**config.mk**
```make
export PLATFORM = sky130hd
export DESIGN_NAME = bdlWalker
export DESIGN_NICKNAME = d
export VERILOG_FILES = /design/src/rtl/bdl_pkg.sv /design/src/rtl/bdlCtrl.sv /design/src/rtl/bdlDatapath.sv /design/src/rtl/bdlWalker.sv
export SDC_FILE = /design/constraint.sdc
export NUM_CORES = 1
export LEC_CHECK = 0
export ABC_AREA = 1
export BUFFER_PORTS_ARGS = -buffer_cell sky130_fd_sc_hd__buf_2
export CORE_ASPECT_RATIO = 1.75
export CORE_MARGIN = 2
export CORE_UTILIZATION = 42
export CTS_BUF_LIST = sky130_fd_sc_hd__clkbuf_4 sky130_fd_sc_hd__clkbuf_8
export CTS_CLUSTER_DIAMETER = 100
export DETAILED_ROUTE_END_ITERATION = 10
export GPL_ROUTABILITY_DRIVEN = 0
export PLACE_DENSITY = 0.67
export SKIP_CTS_REPAIR_TIMING = 1
export SKIP_LAST_GASP = 1
export SLEW_MARGIN = 40
export SYNTH_ARGS = -nofsm -noshare
export SYNTH_HDL_FRONTEND = slang
export SYNTH_SLANG_ARGS = --single-unit
```
**constraint.sdc**
```tcl
create_clock -name clk -period 11.1 [get_ports clk]
set_input_delay 1.665 -clock clk [delete_from_list [all_inputs] [get_ports clk]]
set_output_delay 1.665 -clock clk [all_outputs]
set_load 0.02 [all_outputs]
```
**src/rtl/bdl_pkg.sv**
```systemverilog
package bdl_pkg;
  localparam int DESC_BYTES = 16;
  localparam int DESC_BITS  = DESC_BYTES * 8;

  typedef struct packed {
    logic loadDesc;
    logic doXfer;
  } bdlStrobe_t;

  function automatic logic wmLegal(input logic [1:0] code);
    return code != 2'd3;
  endfunction

  function automatic logic [5:0] wmBytes(input logic [1:0] code);
    case (code)
      2'd0:    return 6'd8;
      2'd1:    return 6'd16;
      default: return 6'd32;
    endcase
  endfunction

  function automatic logic [31:0] minU(input logic [31:0] a, input logic [31:0] b);
    return (a < b) ? a : b;
  endfunction
endpackage

```
**src/rtl/bdlCtrl.sv**
```systemverilog
module bdlCtrl import bdl_pkg::*; (
  input  logic       clk,
  input  logic       rstN,
  input  logic       runOk,
  input  logic       cfgErr,
  input  logic       descValid,
  input  logic       memValid,
  input  logic       reqValid,
  input  logic       reqNz,
  input  logic       edgeNext,
  output logic       memReq,
  output bdlStrobe_t strb
);
  typedef enum logic [1:0] {ST_IDLE, ST_FETCH, ST_ACTIVE} ctrlState_t;
  ctrlState_t state, nxt;

  always_comb begin
    nxt    = state;
    strb   = '0;
    memReq = 1'b0;
    case (state)
      ST_IDLE:  if (runOk) nxt = descValid ? ST_ACTIVE : ST_FETCH;
      ST_FETCH: begin
        memReq = 1'b1;
        if (memValid) begin
          strb.loadDesc = 1'b1;
          nxt = ST_ACTIVE;
        end
      end
      ST_ACTIVE: begin
        if (!descValid) nxt = ST_FETCH;
        else if (reqValid && reqNz && !cfgErr) begin
          strb.doXfer = 1'b1;
          if (edgeNext) nxt = ST_FETCH;
        end
      end
      default: nxt = ST_IDLE;
    endcase
    if (!runOk) begin
      nxt    = ST_IDLE;
      strb   = '0;
      memReq = 1'b0;
    end
  end

  always_ff @(posedge clk) begin
    if (!rstN) state <= ST_IDLE;
    else       state <= nxt;
  end

  AST_IDLE_WHEN_STOPPED: assert property (@(posedge clk) disable iff (!rstN)
    !runOk |=> (state == ST_IDLE));
endmodule

```
**src/rtl/bdlDatapath.sv**
```systemverilog
module bdlDatapath import bdl_pkg::*; #(
  parameter int ADDR_W = 32,
  parameter int LEN_W  = 16,
  parameter int IDX_W  = 8,
  parameter int FS_W   = 8
) (
  input  logic                 clk,
  input  logic                 rstN,
  input  bdlStrobe_t           strb,
  input  logic                 runEn,
  input  logic                 intEnable,
  input  logic                 posWbEnable,
  input  logic                 doneClr,
  input  logic                 memValid,
  input  logic [DESC_BITS-1:0] memData,
  input  logic [ADDR_W-1:0]    listBase,
  input  logic [LEN_W-1:0]     cycLen,
  input  logic [IDX_W-1:0]     lastIdx,
  input  logic [FS_W-1:0]      fifoSize,
  input  logic [1:0]           wmCode,
  input  logic [LEN_W-1:0]     reqBytes,
  output logic [ADDR_W-1:0]    memAddr,
  output logic                 descValid,
  output logic                 edgeNext,
  output logic [LEN_W-1:0]     grantBytes,
  output logic [63:0]          grantAddr,
  output logic [LEN_W-1:0]     lpib,
  output logic [IDX_W-1:0]     curIdx,
  output logic                 bufDone,
  output logic                 irq,
  output logic                 posWbValid
);
  localparam int CW = LEN_W + 1;

  logic [IDX_W-1:0] idxQ;
  logic [LEN_W-1:0] offQ, lenQ, lpibQ, underQ;
  logic [63:0]      addrQ;
  logic             iocQ, validQ, doneQ, irqQ, wbQ;

  logic [CW-1:0] remD, remC, capF, nCnt, pend, newOff, lpibSum, lpibAdd, underNew;
  logic          reachC, report, endD, endC, fire;
  logic          unusedRsvd;

  assign unusedRsvd = ^{memData[DESC_BITS-1:97], memData[95:64+LEN_W]};

  always_comb begin
    remD     = CW'(lenQ) - CW'(offQ);
    remC     = CW'(cycLen) - CW'(lpibQ) - CW'(underQ);
    capF     = CW'(fifoSize) + CW'(1);
    nCnt     = CW'(minU(minU(32'(reqBytes), 32'(remD)), minU(32'(remC), 32'(capF))));
    pend     = CW'(underQ) + nCnt;
    newOff   = CW'(offQ) + nCnt;
    lpibSum  = CW'(lpibQ) + pend;
    reachC   = (lpibSum == CW'(cycLen));
    report   = (pend >= CW'(wmBytes(wmCode))) || reachC;
    lpibAdd  = report ? lpibSum : CW'(lpibQ);
    underNew = report ? '0 : pend;
    endD     = (newOff == CW'(lenQ));
    endC     = (lpibAdd == CW'(cycLen));
    edgeNext = endD || endC;
    fire     = edgeNext && (underNew == '0) && iocQ;
  end

  always_ff @(posedge clk) begin
    if (!rstN) begin
      idxQ <= '0; offQ <= '0; lenQ <= '0; lpibQ <= '0; underQ <= '0;
      addrQ <= '0; iocQ <= 1'b0; validQ <= 1'b0;
      doneQ <= 1'b0; irqQ <= 1'b0; wbQ <= 1'b0;
    end else begin
      irqQ <= 1'b0;
      wbQ  <= 1'b0;
      if (doneClr) doneQ <= 1'b0;
      if (strb.loadDesc) begin
        addrQ  <= memData[63:0];
        lenQ   <= memData[64 +: LEN_W];
        iocQ   <= memData[96];
        validQ <= 1'b1;
      end
      if (strb.doXfer) begin
        offQ   <= endD ? '0 : newOff[LEN_W-1:0];
        if (endD) idxQ <= (idxQ == lastIdx) ? '0 : idxQ + 1'b1;
        lpibQ  <= endC ? '0 : lpibAdd[LEN_W-1:0];
        underQ <= underNew[LEN_W-1:0];
        validQ <= !edgeNext;
        irqQ   <= fire && intEnable;
        wbQ    <= posWbEnable && report;
        if (fire) doneQ <= 1'b1;
      end
    end
  end

  assign memAddr    = listBase + ADDR_W'({idxQ, 4'b0000});
  assign descValid  = validQ;
  assign grantBytes = nCnt[LEN_W-1:0];
  assign grantAddr  = addrQ + 64'(offQ);
  assign lpib       = lpibQ;
  assign curIdx     = idxQ;
  assign bufDone    = doneQ;
  assign irq        = irqQ;
  assign posWbValid = wbQ;

  AST_OFFSET_IN_DESC: assert property (@(posedge clk) disable iff (!rstN)
    validQ |-> (offQ <= lenQ));
  AST_NO_OVERFLOW: assert property (@(posedge clk) disable iff (!rstN || !runEn)
    (32'(lpibQ) + 32'(underQ)) <= 32'(cycLen));
  AST_FETCH_BEFORE_USE: assert property (@(posedge clk) disable iff (!rstN)
    $rose(validQ) |-> $past(memValid));
  AST_IRQ_HAS_STATUS: assert property (@(posedge clk) disable iff (!rstN)
    irqQ |-> doneQ);
endmodule

```
**src/rtl/bdlWalker.sv**
```systemverilog
module bdlWalker import bdl_pkg::*; #(
  parameter int ADDR_W = 32,
  parameter int LEN_W  = 16,
  parameter int IDX_W  = 8,
  parameter int FS_W   = 8
) (
  input  logic                 clk,
  input  logic                 rstN,
  input  logic                 runEn,
  input  logic                 intEnable,
  input  logic [ADDR_W-1:0]    listBase,
  input  logic [LEN_W-1:0]     cycLen,
  input  logic [IDX_W-1:0]     lastIdx,
  input  logic [FS_W-1:0]      fifoSize,
  input  logic [1:0]           wmCode,
  input  logic                 posWbEnable,
  input  logic [ADDR_W-1:0]    posWbBase,
  input  logic [2:0]           streamNum,
  input  logic                 doneClr,
  output logic                 memReq,
  output logic [ADDR_W-1:0]    memAddr,
  input  logic                 memValid,
  input  logic [DESC_BITS-1:0] memData,
  input  logic                 reqValid,
  input  logic [LEN_W-1:0]     reqBytes,
  output logic                 grantValid,
  output logic [LEN_W-1:0]     grantBytes,
  output logic [63:0]          grantAddr,
  output logic                 fifoReady,
  output logic [LEN_W-1:0]     lpib,
  output logic [IDX_W-1:0]     curIdx,
  output logic                 bufDone,
  output logic                 irq,
  output logic                 posWbValid,
  output logic [ADDR_W-1:0]    posWbAddr,
  output logic [31:0]          posWbData,
  output logic                 cfgErr
);
  bdlStrobe_t strb;
  logic runOk, descValid, edgeNext;

  assign runOk  = runEn && (listBase != '0);
  assign cfgErr = runEn && !wmLegal(wmCode);

  bdlCtrl u_ctrl (
    .clk(clk), .rstN(rstN), .runOk(runOk), .cfgErr(cfgErr),
    .descValid(descValid), .memValid(memValid), .reqValid(reqValid),
    .reqNz(reqBytes != '0), .edgeNext(edgeNext), .memReq(memReq), .strb(strb)
  );

  bdlDatapath #(.ADDR_W(ADDR_W), .LEN_W(LEN_W), .IDX_W(IDX_W), .FS_W(FS_W)) u_dp (
    .clk(clk), .rstN(rstN), .strb(strb), .runEn(runEn), .intEnable(intEnable),
    .posWbEnable(posWbEnable), .doneClr(doneClr), .memValid(memValid),
    .memData(memData), .listBase(listBase), .cycLen(cycLen), .lastIdx(lastIdx),
    .fifoSize(fifoSize), .wmCode(wmCode), .reqBytes(reqBytes), .memAddr(memAddr),
    .descValid(descValid), .edgeNext(edgeNext), .grantBytes(grantBytes),
    .grantAddr(grantAddr), .lpib(lpib), .curIdx(curIdx), .bufDone(bufDone),
    .irq(irq), .posWbValid(posWbValid)
  );

  assign grantValid = strb.doXfer;
  assign fifoReady  = strb.doXfer;
  assign posWbAddr  = posWbBase + ADDR_W'({streamNum, 3'b000});
  assign posWbData  = 32'(lpib);
endmodule

```
==> results.ini, run 1 <==
[outcome]
status = complete, no violations

[synth]
yosysMostFrequentCell = nand2_1
synth_edf_count = 0
ys_ff_latch = 143
synth_common_cells = 623 x nand2_1, 345 x inv_1, 244 x a21oi_1
seq_area_frac_synth_pct = 17.8
synth_warnings = 0
synth_top_area_cell = dfxtp_1
netlist_instances = 2531
netlist.area_leader.share_pct = 17.8
async_reset_ff_share_pct = 0
ys_dominant_reg_cell = dfxtp_1
synth_area_um2 = 16100
synth_area_leaders = dfxtp_1 18%, nand2_1 15%, ha_1 12%, inv_1 8.0%, xor2_1 7.7%
ys_types = 56
synth_area_per_cell_um2 = 6.36

[sta]
setup_viol = 0
period_needed_ns = 10.63
slew_headroom_pct = 46.9
hold_viol_final = 0
post-route-period-util_pct = 95.8
tightest_slew_ns = 0.796
max_freq_mhz = 94.0
fin_tns_setup_ns = 0
slew_violations = 0
skew_ns = 0.0194
holdWs_ns = 0.475

[critical_path]
arrival_ns = 10.98
crit_path_max_fanout = 7
crit_type = primary input to register
slowest_stage = fa_1
critical_path.max_stage_delay_ns = 0.51
required_ns = 11.44
cp-end-kind = register
cp_common_cell = nand2_1
cp-start-kind = primary input

[layout]
fillCellCount = 3724
fin_nets = 3513
syn2layout_area_growth_pct = 28.0
final_layout_size_suffix_gt1_share_pct = 23.7

[global_routing]
grt_overflow = 0
grt_start_max_net_pins = 110
groute.usage.overall_pct = 28.9
grt_pass1_wl_um = 93300
antenna_found_initial = 3
grt_pass1_vias = 18900

[route]
initialDrtViolationCount = 967
drc = 0
dr.pass1.iters = 6
wirelength_um = 60700
viasPerCell = 5.30
wire_per_inst_um = 17.0
vias = 18900
postRouteAntennaNets = 0

[clocking]
clock-sinks = 143
path_clk_slew_ns = 0.10
cts.path.max_buffers = 2
cts_tree = done
insertion_delay_ns = 0.49
root_buffer = clkbuf_8
cts_buffers = 17
ctsHtreeMaxLevel = 4

[die]
die-width_um = 152
die_area_um2 = 39900
die_h_um = 263
core_um2 = 37600
io-pin-count = 460
floorplan.initialDensity_pct = 42.7
core.rowCount = 94

[hold_path]
hold_path.class = register to register

[power_and_ir_drop]
power.density_nw_per_um2 = 110
ir_drop_v = 0.0000764
p_leak_uw = 0.0104

[place]
io_buffer_count = 390
dp_hpwl_um = 49600

[run]
cap_violations = 0

## placed cells by master (no fill, tap or decap), types with 4 or more instances in the layout
cell type / synthesis / final
nand2_1: 623 / 618
buf_2: 5 / 389
inv_1: 345 / 344
a21oi_1: 244 / 235
buf_4: 41 / 209
nand3_1: 208 / 208
ha_1: 154 / 145
dfxtp_1: 143 / 143
nor2_1: 151 / 142
xor2_1: 142 / 140
o21ai_0: 102 / 93
nor3_1: 59 / 57
nand4_1: 43 / 43
xnor2_1: 41 / 38
nor4_1: 29 / 28
conb_1: 2 / 27
fa_1: 23 / 23
clkbuf_8: 0 / 17
nand3b_1: 16 / 16
nor2_2: 8 / 13
or2_2: 12 / 12
a21oi_2: 3 / 11
o21bai_1: 11 / 11
nand2_2: 7 / 10
o21ai_1: 6 / 9
o21ai_2: 3 / 9
a21o_1: 7 / 7
ha_4: 0 / 7
inv_6: 0 / 6
o211ai_1: 4 / 4
nor2_4: 0 / 4
## stage by stage
step	instance area (µm²)	utilization (%)	cells	power [µW]	setup WS [ns]
after global placement	19800	52.6	3537	1730	-0.404
after global routing	20600	54.7	3577	2410	-0.0969
after CTS	20200	53.7	3569	2220	-0.0315
final	20600	54.7	3577	2270	0.466
after detailed placement	19800	52.6	3537	1750	-0.519
after floorplan	16200	-	2556	1230	1.48
## worst paths after layout
check / from / endpoint / slack [ns] / cells after the start
worst max-delay path: cycLen[3] / u_dp.lpib[12] / 0.47 / 66
worst min register to register: u_dp.addrQ[5] / u_dp.addrQ[5] / 0.48 / 2
worst max register to register: u_dp.offQ[2] / u_dp.lpib[12] / 0.69 / 67
worst min-delay path: u_dp.addrQ[5] / u_dp.addrQ[5] / 0.48 / 2
## kinds of logic (layout without fill, tap and decap cells)
group	count (synthesis)	in the layout	synth area share [%]
xor+xnor	184	184	10.1
simple gates	1175	1177	32.2
fa+ha+maj	177	177	14.8
buf+inv	446	984	11.6
flops	143	143	17.8
compound gates	404	404	13.4
other cells	2	28	0.0467
## per-layer routing
metal | track usage [%] | wire length (µm)
met2 | 54.7 | 31000
met5 | 0 | 24
met4 | 22.2 | 5230
met3 | 4.68 | 3020
met1 | 27.5 | 21400
## sequential cells by signal (all words and copies together) (netlist names)
register	cells
u_ctrl.state	2
u_dp.addrQ	64
u_dp.bufDone	1
u_dp.curIdx	8
u_dp.descValid	1
u_dp.iocQ	1
u_dp.irq	1
u_dp.lenQ	16
u_dp.lpib	16
u_dp.offQ	16
u_dp.posWbValid	1
u_dp.underQ	16
## worst max-delay path: cells and delay by family
kind	cells	cell delay [ns]
AO/OA/AOI/OAI	7	0.97
XOR/XNOR	1	0.18
adder cells (fa/ha/maj)	6	2.06
buffers and inverters	11	1.72
AND/OR/NAND/NOR	41	4.34
## where the power goes
part	total [µW]	internal (µW)	switching, µW	leakage, µW
Combinational	1270	529	742	0.00906
Sequential	529	521	7.42	0.00116
Clock	466	211	255	0.000201
Total	2270	1260	1000	0.0104
## final cells by class
type	instances	area (µm²)	share of cell area, %
clock buffer	18	241	1.17
tap	480	601	2.92
antenna	1	2.50	0.0122
sequential	143	2860	13.9
clock inverter	14	169	0.820
inverter	349	1310	6.37
multi-input combinational	1969	11800	57.3
timing repair buffer	603	3610	17.5
No activity file was read; power rests on OpenSTA's default activity.
==> run 2, diff against run 1 <==
- BUFFER_PORTS_ARGS: -buffer_cell sky130_fd_sc_hd__buf_2 -> -buffer_cell sky130_fd_sc_hd__clkbuf_2
==> run 2 against run 1 <==
Die area unchanged; clock skew decreased by 0.0019 ns; non-clock buffer count decreased by 4; sequential share of layout area about the same; critical path depth increased by 1; sequential cell count unchanged; combinational power about the same; highest routed layer unchanged; worst setup slack improved by 0.050 ns; largest cell class unchanged; register-to-register slack improved by 0.19 ns; clock-buffer cell count decreased by 1.
==> results.ini, run 2 (same netlist as run 1, synthesis figures left out) <==
[die]
die_h_um = 263
die-width_um = 152
core_um2 = 37600
core.rowCount = 94
floorplan.initialDensity_pct = 42.7
io-pin-count = 460
die_area_um2 = 39900

[critical_path]
cp_common_cell = nand2_1
crit_type = primary input to register
crit_path_max_fanout = 15
slowest_stage = fa_1
r2r_start = u_dp.offQ[2]
cp-start-kind = primary input
cp-end-kind = register
required_ns = 11.46
critical_path.max_stage_delay_ns = 0.59
r2r-end = u_dp.lpib[15]
arrival_ns = 10.94
r2r_slack_ns = 0.88
reg2reg_depth = 67

[sta]
setup_viol = 0
slew_violations = 0
tightest_slew_ns = 0.728
hold_viol_final = 0
post-route-period-util_pct = 95.4
period_needed_ns = 10.58
slew_headroom_pct = 51.1
skew_ns = 0.0175
max_freq_mhz = 94.5

[clocking]
insertion_delay_ns = 0.50
path_clk_slew_ns = 0.09
cts.path.max_buffers = 2
root_buffer = clkbuf_8
clock-sinks = 143
cts_tree = done
cts_buffers = 17
ctsHtreeMaxLevel = 4

[power_and_ir_drop]
power.total_uw = 2280
p_leak_uw = 0.0104
power.density_nw_per_um2 = 111
ir_drop_v = 0.0000806

[layout]
layout.cells.non_filler = 3571
layout_common_cells = 614 x nand2_1, 390 x clkbuf_2, 344 x inv_1, 231 x a21oi_1, 207 x nand3_1
final_layout_size_suffix_gt1_share_pct = 23.8
design_area_um2 = 20600
largest_reg_flops = 64
layout_commonest_cell = nand2_1
syn2layout_area_growth_pct = 27.8
top_register = u_dp.addrQ
fin_nets = 3508

[route]
postRouteAntennaNets = 0
vias = 18900
dr.pass1.iters = 9
drc = 0
wirelength_um = 60000
wire_per_inst_um = 16.8
viasPerCell = 5.30
initialDrtViolationCount = 934

[global_routing]
grt_overflow = 0
grt_pass1_wl_um = 92500
groute.usage.overall_pct = 28.7
grt_start_max_net_pins = 90
antenna_found_initial = 2
grt_pass1_vias = 18700

[hold_path]
hold_path.class = register to register
hp-start = u_dp.iocQ
hold_depth = 2
min_to = u_dp.iocQ

[place]
placed_area_um2 = 19800
dp_hpwl_um = 49500
post-place-cells = 3534
io_buffer_count = 390

[outcome]
status = complete, no violations

[run]
cap_violations = 0

-- run 2: cell count changes in the layout (fill, tap and decap cells not counted), moves of 2 or more --
cell / delta
o21ai_2: -3
a21oi_2: +5
nand2_1: -4
inv_8: -3
o21ai_0: +5
nand2_2: +3
a21oi_1: -4
clkbuf_2: +390
o21ai_1: -2
buf_4: -5
buf_2: -389
-- run 2: report_power, final --
part	internal, µW	switching (µW)
combinational	537	745
sequential	521	7.46
clock	225	242
total	1280	994
-- run 2: layer usage --
layer | routed length (µm) | GRT usage (%)
met1 | 20800 | 27.5
met2 | 31200 | 54.9
met3 | 3240 | 4.45
met4 | 4750 | 20.7
met5 | 13 | 0
-- run 2: through the flow --
step	TNS, ns	hold slack (ns)	worst slack (ns)	utilization [%]
final	0	0.470	0.516	54.7
after global routing	-0.569	0.492	-0.0590	54.7
after CTS	-0.805	0.474	-0.0990	53.6
after detailed placement	-9.13	0.462	-0.516	52.5
after global placement	-6.64	0.455	-0.396	52.5
after floorplan	0	0.442	1.48	-
-- run 2: worst max-delay path by stage --
stage	startpoint	to	slack, ns	depth (start not counted)
after floorplan	cycLen[5]	u_dp.lpib[0]	1.48	61
after global placement	cycLen[3]	u_dp.lpib[11]	-0.40	63
after detailed placement	cycLen[3]	u_ctrl.state[1]	-0.52	65
after CTS	cycLen[3]	u_ctrl.state[1]	-0.1	65
after global routing	cycLen[3]	u_dp.lpib[14]	-0.06	70
final	cycLen[3]	u_dp.lpib[15]	0.52	67
-- run 2: cell type report --
cell class	count	area, µm²
clock buffers	17	234
well taps	480	601
fillers	3795	17100
flip-flops and latches	143	2860
multi-input cells	1968	11800
repair buffers	599	3570
diodes	1	2.50
inverters	349	1320
clock inverters	14	179
-- run 2: critical path: cells and delay by family --
family	cells	cell delay (ns)
AND/OR/NAND/NOR	38	4.01
adder cells (fa/ha/maj)	7	2.43
buffers and inverters	13	1.53
AO/OA/AOI/OAI	7	0.91
XOR/XNOR	2	0.35
